## src/rtl/cmdw_pkg.sv

```systemverilog
`timescale 1ns/1ps
package cmdw_pkg;

    localparam int WORD_W = 32;
    localparam int LANES  = WORD_W / 8;
    localparam int ID_W   = 16;
    localparam int CNT_W  = 8;

    // Header word as seen on the stream
    typedef struct packed {
        logic             walk;
        logic [2:0]       spare;
        logic [CNT_W-1:0] extra;
        logic [LANES-1:0] lanes;
        logic [ID_W-1:0]  id;
    } cmd_hdr_t;

    // One register write request from the parser
    typedef struct packed {
        logic [ID_W-1:0]   id;
        logic [WORD_W-1:0] data;
        logic [LANES-1:0]  lanes;
    } wreq_t;

    typedef enum logic [1:0] {
        ST_IDLE,
        ST_DATA,
        ST_HDR,
        ST_EXTRA
    } parse_st_t;

    function automatic logic [WORD_W-1:0] lane_mask(input logic [LANES-1:0] l);
        logic [WORD_W-1:0] m;
        for (int b = 0; b < LANES; b++) begin
            m[8*b +: 8] = {8{l[b]}};
        end
        return m;
    endfunction

endpackage

```

## src/rtl/cmdw_parser.sv

```systemverilog
`timescale 1ns/1ps
module cmdw_parser
    import cmdw_pkg::*;
#(
    parameter int LEN_W = 16
) (
    input  logic              clk,
    input  logic              rst,
    input  logic              start,
    input  logic [LEN_W-1:0]  list_len,
    input  logic              in_valid,
    output logic              in_ready,
    input  logic [WORD_W-1:0] in_data,
    output logic              req_valid,
    output wreq_t             req,
    output logic              done
);

    parse_st_t         state;
    logic [LEN_W-1:0]  pos;
    logic [LEN_W-1:0]  len_q;
    logic [WORD_W-1:0] data0;
    logic [ID_W-1:0]   cur_id;
    logic [LANES-1:0]  lanes_q;
    logic              walk_q;
    logic [CNT_W-1:0]  remain;

    logic              busy;
    logic              at_end;
    logic              take;
    cmd_hdr_t          hdr;
    logic [ID_W-1:0]   next_id;

    always_comb begin
        busy      = (state != ST_IDLE);
        at_end    = (pos == len_q);
        in_ready  = busy && !at_end;
        take      = in_valid && in_ready;
        hdr       = cmd_hdr_t'(in_data);
        next_id   = walk_q ? cur_id + 1'b1 : cur_id;
        req_valid = take && (state == ST_HDR || state == ST_EXTRA);
        if (state == ST_HDR) begin
            req.id    = hdr.id;
            req.data  = data0;
            req.lanes = hdr.lanes;
        end else begin
            req.id    = next_id;
            req.data  = in_data;
            req.lanes = lanes_q;
        end
    end

    always_ff @(posedge clk) begin
        if (rst) begin
            state   <= ST_IDLE;
            pos     <= '0;
            len_q   <= '0;
            data0   <= '0;
            cur_id  <= '0;
            lanes_q <= '0;
            walk_q  <= 1'b0;
            remain  <= '0;
            done    <= 1'b0;
        end else begin
            done <= 1'b0;
            if (state == ST_IDLE) begin
                if (start) begin
                    pos   <= '0;
                    len_q <= list_len;
                    state <= ST_DATA;
                end
            end else if (at_end) begin
                state <= ST_IDLE;
                done  <= 1'b1;
            end else if (take) begin
                pos <= pos + 1'b1;
                case (state)
                    ST_DATA: begin
                        // odd offset: this word is padding
                        if (!pos[0]) begin
                            data0 <= in_data;
                            state <= ST_HDR;
                        end
                    end
                    ST_HDR: begin
                        cur_id  <= hdr.id;
                        lanes_q <= hdr.lanes;
                        walk_q  <= hdr.walk;
                        remain  <= hdr.extra;
                        state   <= (hdr.extra == '0) ? ST_DATA : ST_EXTRA;
                    end
                    ST_EXTRA: begin
                        cur_id <= next_id;
                        remain <= remain - 1'b1;
                        if (remain == CNT_W'(1)) state <= ST_DATA;
                    end
                    default: state <= ST_IDLE;
                endcase
            end
        end
    end

    assert_idle_quiet_R9: assert property (@(posedge clk) disable iff (rst)
        (state == ST_IDLE) |-> !in_ready);

    assert_len_bound_R9: assert property (@(posedge clk) disable iff (rst)
        busy |-> (pos <= len_q));

    assert_done_single_R9: assert property (@(posedge clk) disable iff (rst)
        done |=> !done);

    assert_pad_skip_R5: assert property (@(posedge clk) disable iff (rst)
        (state == ST_DATA && take && pos[0]) |=> (state == ST_DATA));

endmodule

```

## src/rtl/cmdw_gate.sv

```systemverilog
`timescale 1ns/1ps
module cmdw_gate
    import cmdw_pkg::*;
#(
    parameter int NUM_REGS = 64,
    parameter int TRIG_ID  = 16
) (
    input  logic            req_valid,
    input  logic [ID_W-1:0] req_id,
    input  logic            frame_skip,
    output logic            accept,
    output logic            is_trig
);

    localparam logic [31:0] LIMIT = 32'(NUM_REGS);

    logic in_range;

    always_comb begin
        in_range = (32'(req_id) < LIMIT);
        is_trig  = (req_id == ID_W'(TRIG_ID));
        accept   = req_valid && in_range && (!frame_skip || is_trig);
    end

endmodule

```

## src/rtl/cmdw_regfile.sv

```systemverilog
`timescale 1ns/1ps
module cmdw_regfile
    import cmdw_pkg::*;
#(
    parameter int NUM_REGS = 64
) (
    input  logic              clk,
    input  logic              rst,
    input  logic              wr_en,
    input  wreq_t             req,
    input  logic              is_trig,
    output logic              wr_strobe,
    output logic [ID_W-1:0]   wr_id,
    output logic [WORD_W-1:0] wr_data,
    output logic              irq
);

    localparam int IDX_W = (NUM_REGS > 1) ? $clog2(NUM_REGS) : 1;

    logic [WORD_W-1:0] mem [NUM_REGS];
    logic [IDX_W-1:0]  idx;
    logic [WORD_W-1:0] m;
    logic [WORD_W-1:0] merged;

    always_comb begin
        idx    = req.id[IDX_W-1:0];
        m      = lane_mask(req.lanes);
        merged = (mem[idx] & ~m) | (req.data & m);
    end

    always_ff @(posedge clk) begin
        if (rst) begin
            for (int i = 0; i < NUM_REGS; i++) mem[i] <= '0;
            wr_strobe <= 1'b0;
            wr_id     <= '0;
            wr_data   <= '0;
            irq       <= 1'b0;
        end else begin
            wr_strobe <= wr_en;
            irq       <= wr_en && is_trig;
            if (wr_en) begin
                mem[idx] <= merged;
                wr_id    <= req.id;
                wr_data  <= merged;
            end
        end
    end

    assert_range_R6: assert property (@(posedge clk) disable iff (rst)
        wr_strobe |-> (32'(wr_id) < 32'(NUM_REGS)));

endmodule

```

## src/rtl/cmdw_top.sv

```systemverilog
`timescale 1ns/1ps
module cmdw_top
    import cmdw_pkg::*;
#(
    parameter int NUM_REGS = 64,
    parameter int TRIG_ID  = 16,
    parameter int LEN_W    = 16
) (
    input  logic              clk,
    input  logic              rst,
    input  logic              start,
    input  logic [LEN_W-1:0]  list_len,
    input  logic              in_valid,
    output logic              in_ready,
    input  logic [WORD_W-1:0] in_data,
    input  logic              frame_skip,
    output logic              wr_strobe,
    output logic [ID_W-1:0]   wr_id,
    output logic [WORD_W-1:0] wr_data,
    output logic              irq,
    output logic              done
);

    logic  req_valid;
    wreq_t req;
    logic  accept;
    logic  is_trig;

    cmdw_parser #(.LEN_W(LEN_W)) u_parser (
        .clk       (clk),
        .rst       (rst),
        .start     (start),
        .list_len  (list_len),
        .in_valid  (in_valid),
        .in_ready  (in_ready),
        .in_data   (in_data),
        .req_valid (req_valid),
        .req       (req),
        .done      (done)
    );

    cmdw_gate #(.NUM_REGS(NUM_REGS), .TRIG_ID(TRIG_ID)) u_gate (
        .req_valid  (req_valid),
        .req_id     (req.id),
        .frame_skip (frame_skip),
        .accept     (accept),
        .is_trig    (is_trig)
    );

    cmdw_regfile #(.NUM_REGS(NUM_REGS)) u_regs (
        .clk       (clk),
        .rst       (rst),
        .wr_en     (accept),
        .req       (req),
        .is_trig   (is_trig),
        .wr_strobe (wr_strobe),
        .wr_id     (wr_id),
        .wr_data   (wr_data),
        .irq       (irq)
    );

    assert_skip_only_trig_R7: assert property (@(posedge clk) disable iff (rst)
        (wr_strobe && $past(frame_skip)) |-> (wr_id == ID_W'(TRIG_ID)));

    assert_irq_with_write_R8: assert property (@(posedge clk) disable iff (rst)
        irq |-> (wr_strobe && wr_id == ID_W'(TRIG_ID)));

    assert_write_follows_req_R1: assert property (@(posedge clk) disable iff (rst)
        wr_strobe |-> $past(req_valid));

endmodule

```

## config.mk

```make
export PLATFORM = sky130hd
export DESIGN_NAME = cmdw_top
export DESIGN_NICKNAME = d
export VERILOG_FILES = /design/src/rtl/cmdw_pkg.sv /design/src/rtl/cmdw_parser.sv /design/src/rtl/cmdw_gate.sv /design/src/rtl/cmdw_regfile.sv /design/src/rtl/cmdw_top.sv
export SDC_FILE = /design/constraint.sdc
export NUM_CORES = 2
export LEC_CHECK = 0
export BUFFER_PORTS_ARGS = -buffer_cell sky130_fd_sc_hd__buf_2
export CORE_UTILIZATION = 45
export DETAILED_ROUTE_END_ITERATION = 16
export PLACE_DENSITY = 0.63
export SYNTH_ARGS = -nofsm -noshare
export SYNTH_HDL_FRONTEND = slang
export SYNTH_HIERARCHICAL = 1
export SYNTH_SLANG_ARGS = --single-unit
```

## constraint.sdc

```tcl
create_clock -name clk -period 6.7 [get_ports clk]
set_input_delay 1.34 -clock clk [delete_from_list [all_inputs] [get_ports clk]]
set_output_delay 1.34 -clock clk [all_outputs]
set_load 0.02 [all_outputs]
```

; Word-level counts from Yosys, hierarchy flattened
; Memories as Yosys holds them, arrays and structs flattened.
; Cells that the tools add are included.
[totals]
input_bits = 53
register_bits = 146
ram_bits = 2048
wordCells = 84
n_memories = 1
latch_bits = 0
mem_bits_ro = 0
output_inout_bits = 52
[memory_table]
columns = name, words, width, read_ports, rd_clocked_by_memory_dff, wr, line
row1 = u_regs.mem, 64, 32, 1, 0, 64, cmdw_regfile.sv:20  ; logic [WORD_W-1:0] mem [NUM_REGS];
[op_classes]
n_addsub = 3
shift = 0
div_mod_pow = 0
n_lt_le_gt_ge = 1
n_eq_ne = 10
mux = 25
n_reduce_logical = 24
multipliers = 0
bitwise = 7
[ops]
columns = operator, n
row1 = $mux 16, 5
row2 = $and 32x32->32, 2
row3 = $mux 52, 1
row4 = $add 16x1->16 const B, 2
row5 = $mux 32, 1
row6 = $not 32->32, 1
row7 = $or 32x32->32, 1
row8 = $pmux 16 s2, 1
row9 = $reduce_or 32->1, 1
row10 = $eq 16x16->1, 1
row11 = $eq 16x5->1 const B, 1
row12 = $lt 16x7->1 const B, 1
row13 = $pmux 8 s2, 1
row14 = $mux 2, 7
row15 = $reduce_and 4->1, 3
row16 = $eq 8x1->1 const B, 1
row17 = $logic_not 8->1, 1
row18 = $sub 8x1->8 const B, 1
row19 = $mux 1, 7
row20 = $logic_and 1x1->1, 6
row21 = $mux 6, 1
row22 = $pmux 2 s3, 1
row23 = $reduce_bool 2->1, 3
row24 = $reduce_and 5->1, 1
row25 = other kinds (13), 19

; Logic depth before layout (Yosys ltp)
[depth]
ltp_word = 12
mapped_depth = 21
mapped_depth_nobuf = 13

; Modules after synthesis
; Netlist, hierarchy kept.
[modules_own_cells]
columns = mod, area_per_inst_um2, n_inst, cells_each, seq_area_each_um2
row1 = cmdw_regfile, 92393.6, 1, 6904, 62499.9
row2 = cmdw_parser, 5589.1, 1, 702, 1921.8
row3 = cmdw_gate, 63.8, 1, 10, 0.0

; Least setup slack after synthesis
; OpenSTA, ideal clock, no wires.
[synth_path]
path_kind = input to register
startpoint = in in_data[4]
endpoint = mem u_regs.mem[21][0] (enable)
setup_ns = 0.394
required_ns = 6.306
cell_stages = 11
n_path_buf = 2
setup_slack_ns = 1.936
arrival_ns = 4.370
cell_sequence = nor2_1 a21oi_1 nor4b_2 nand3_1 a211oi_2 clkbuf_1 nand2b_1 clkbuf_1 nor3_1 nand2_1 nand2b_1
[synth_rtl]
columns = item, line
row1 = "start, declared", cmdw_top.sv:15  ; input logic [WORD_W-1:0] in_data,
row2 = "end, declared", cmdw_regfile.sv:20

==> impl_metrics.toml <==
[synthesis]
synth-edff-count = 2048
yosys_most_used_dff = "edfxtp_1"
synth_top_area_frac = 0.627
synth-seq-cells = 2194
avgSynthCellArea_um2 = 12.9
synthTopCellsByArea = "edfxtp_1 (63%), nor2_1 (7.7%), mux4_2 (4.5%)"
synthCells = 7616
yosys.area.top_type = "edfxtp_1"
synthArstFlopShare = 0
yosysSeqAreaShare = 0.657
synth_area_um2 = 98000
synth.most_common_cell = "edfxtp_1"
synth_fp_nets = 7673
synth_commonest_cells = "edfxtp_1 (2048), nor2_1 (2007), clkbuf_1 (347)"
synth_cell_types = 93
synth_warnings = 6

[power_and_ir_drop]
combPwrFrac = 0.202
p_total_uw = 35000
pwr-share-seq = 0.443
ir_drop_mv = 0.320
swShare = 0.312
internal_power_uw = 24100
powerDensity_nw_per_um2 = 317
switchingPower_uw = 10900
p_leak_uw = 0.0377
clockPowerShare = 0.356

[timing]
max_slew_margin = -0.0399
finalHoldViolations = 0
worst_slack_ns = -0.169
finalCritPeriodShare = 1.03
rsz0062_at_grt = "false"
period_minus_slack_ns = 6.87
drv_slew = 5
setup_violations = 89
tightest_slew_ns = 1.55
skew_ns = 0.0510
fmax_mhz = 146

[grt]
grt-ovfl-total = 0
grt_pass1_vias = 65658
grt_max_degree = 95
grt_pass1_wl_mm = 515
antenna_found_initial = 22
grtUsageTotal = 0.335

[worst_setup_path]
timing.rr.start = "u_parser/state[0]"
r2r_end = "u_regs/mem[60][8]"
reg2reg_slack_ns = -0.17
worstSetupStartpointType = "register"
arrival_ns = 7.47
end_kind = "register"
crit_fanout = 28
critical_path_required_ns = 7.30
rr_worst_depth = 12
critPathKind = "reg -> reg"

[clock_tree]
htree_levels = 4
post_cts_buffers = 0
clkTransAtPathRegs_ns = 0.06
cts_resized = 0
cts.sinks = 2194
root_buffer = "clkbuf_16"
cts_buffers = 221
cts_max_path_buffers = 3
cts_hold_buf = 0
clock_latency_ns = 0.91
cts_tree = "yes"

[routing]
ant_nets = 0
wl_per_cell_um = 35.0
dr.pass1.iters = 12
drc = 0
via_count = 70391
dr.first_iter.drc_count = 11899
routed_via_density = 6.60
wl_mm = 374

[finish]
multiInputGateArea_um2 = 29800
n_fill_cell = 18141
drive_above_1_share = 0.188
final_nets = 7681
seq_area_um2 = 64400
areaGrowthSynthToFinish_pct = 12.9

[flow_run]
cap_violations = 3

[placement]
dp_slack_ns = 0.00903
place_congestion = 1.03
hpwl_mm = 231
portBuffers = 104

[floorplan]
die_area_um2 = 220000
io_pins = 105
die_h_um = 469
fp.dieW_um = 469
rows = 170
start_util = 0.455
core_um2 = 215000

[worst_hold_path]
min_path_cells = 2
hold_end = "u_parser/lanes_q[3]"
min-delay-start = "u_parser/lanes_q[3]"
hold_path.class = "reg -> reg"

[outcome]
violations = "max-capacitance violations, max-slew violations, negative setup slack"
status = "finished with violations"
-- cell families (layout without fill, tap and decap cells) --
family / Yosys count / after routing / share of synthesized area
xor+xnor: 31 / 31 / 0.00277
fa+ha+maj: 4 / 4 / 0.000510
compound gates: 970 / 970 / 0.0724
mux: 652 / 652 / 0.0938
buf+inv: 816 / 1019 / 0.0456
other cells: 0 / 12 / 0
flops: 2194 / 2194 / 0.657
simple gates: 2949 / 2949 / 0.128
-- worst max-delay path by stage --
stage	start	to	slack (ns)	depth (start not counted)
after global routing	u_parser/state[0]	u_regs/mem[63][8]	0.16	12
after CTS	u_parser/state[0]	u_regs/mem[33][8]	0.39	12
after detailed placement	in_data[1]	u_regs/wr_data[13]	0.009	13
after floorplan	in_data[4]	u_regs/mem[21][0]	1.94	11
final	u_parser/state[0]	u_regs/mem[60][8]	-0.17	12
after global placement	in_data[1]	u_regs/mem[36][8]	0.14	12
-- flip-flops by register name, indices dropped and copies added, names as in the netlist --
name	cells
u_parser/remain	8
u_regs/wr_strobe	1
u_parser/pos	16
u_regs/wr_data	32
u_parser/len_q	16
u_parser/walk_q	1
u_regs/irq	1
u_parser/done	1
u_regs/wr_id	16
u_parser/cur_id	16
u_parser/data0	32
u_parser/state	2
u_parser/lanes_q	4
u_regs/mem	2048
-- per-layer routing --
metal | up-vias | share of wire | wire length, um | track usage
li1 | 28089 | - | - | -
met1 | 35228 | 0.34 | 127000 | 0.420
met2 | 5761 | 0.43 | 160000 | 0.487
met3 | 1285 | 0.15 | 55000 | 0.112
met4 | 28 | 0.085 | 31900 | 0.239
met5 | - | 0.00089 | 332 | 0.00325
-- metrics by stage --
step | cells | util | hold slack (ns) | setup TNS (ns) | cell area (um^2)
4_1_cts | 10657 | 0.514 | 0.462 | 0 | 111000
5_1_grt | 10659 | 0.514 | 0.479 | 0 | 111000
6_report | 10669 | 0.514 | 0.459 | -7.31 | 111000
3_3_place_gp | 10239 | 0.480 | 0.439 | 0 | 103000
3_5_place_dp | 10239 | 0.480 | 0.451 | 0 | 103000
2_1_floorplan | 7616 | - | 0.431 | 0 | 98000
-- cells in the final DEF, fill, tap and decap left out, types with 22 or more instances in the layout --
cell type,synthesis,layout
mux2_2,188,188
nand2b_1,90,24
edfxtp_1,2048,2048
clkbuf_1,347,47
a31oi_1,22,22
a221oi_1,165,165
nand4_1,27,27
o22ai_1,83,83
nor2_1,2007,2002
nor3_1,184,181
mux4_2,194,194
buf_12,0,119
mux2i_1,267,267
o211ai_1,28,28
a22oi_1,140,140
buf_4,109,358
a221o_1,28,28
clkbuf_16,0,223
nand2_1,338,338
a21oi_1,175,169
nand3_1,74,74
dfxtp_1,146,146
buf_2,225,103
nand3b_1,35,35
o21ai_0,91,88
and3_1,25,24
o31ai_1,30,28
nand2b_2,0,65
clkinv_2,0,38
clkinv_1,3,58
-- critical path, cell delays in order (launching register included) --
cell      delay (ns)
dfxtp_1         0.62
nand2b_4        0.44
nor2_1          0.14
a21oi_4         0.94
buf_12          0.31
nor2b_4         0.70
buf_12          0.33
a22oi_1         0.16
a32o_1          0.23
a211oi_1        1.24
a41o_2          0.92
buf_4           0.37
nor2_1          0.07
-- power by group through the flow --
| stage | Clock (uW) | Combinational (uW) | Sequential [uW] |
|---|---|---|---|
| 2_1_floorplan | 0 | 3700 | 15800 |
| 3_3_place_gp | 0 | 6650 | 15800 |
| 3_5_place_dp | 0 | 6700 | 15800 |
| 4_1_cts | 12500 | 6720 | 15500 |
| 5_1_grt | 13000 | 6980 | 15500 |
| 6_report | 12500 | 7060 | 15500 |
-- layout make-up --
cell class,count,area share
sequential,2194,0.582
multi-input combinational,4606,0.269
clock buffer,277,0.0529
timing repair buffer,581,0.0506
tap,2838,0.0321
clock inverter,141,0.0123
inverter,20,0.000757
antenna,12,0.000271
(Power assumes the default switching activity.)
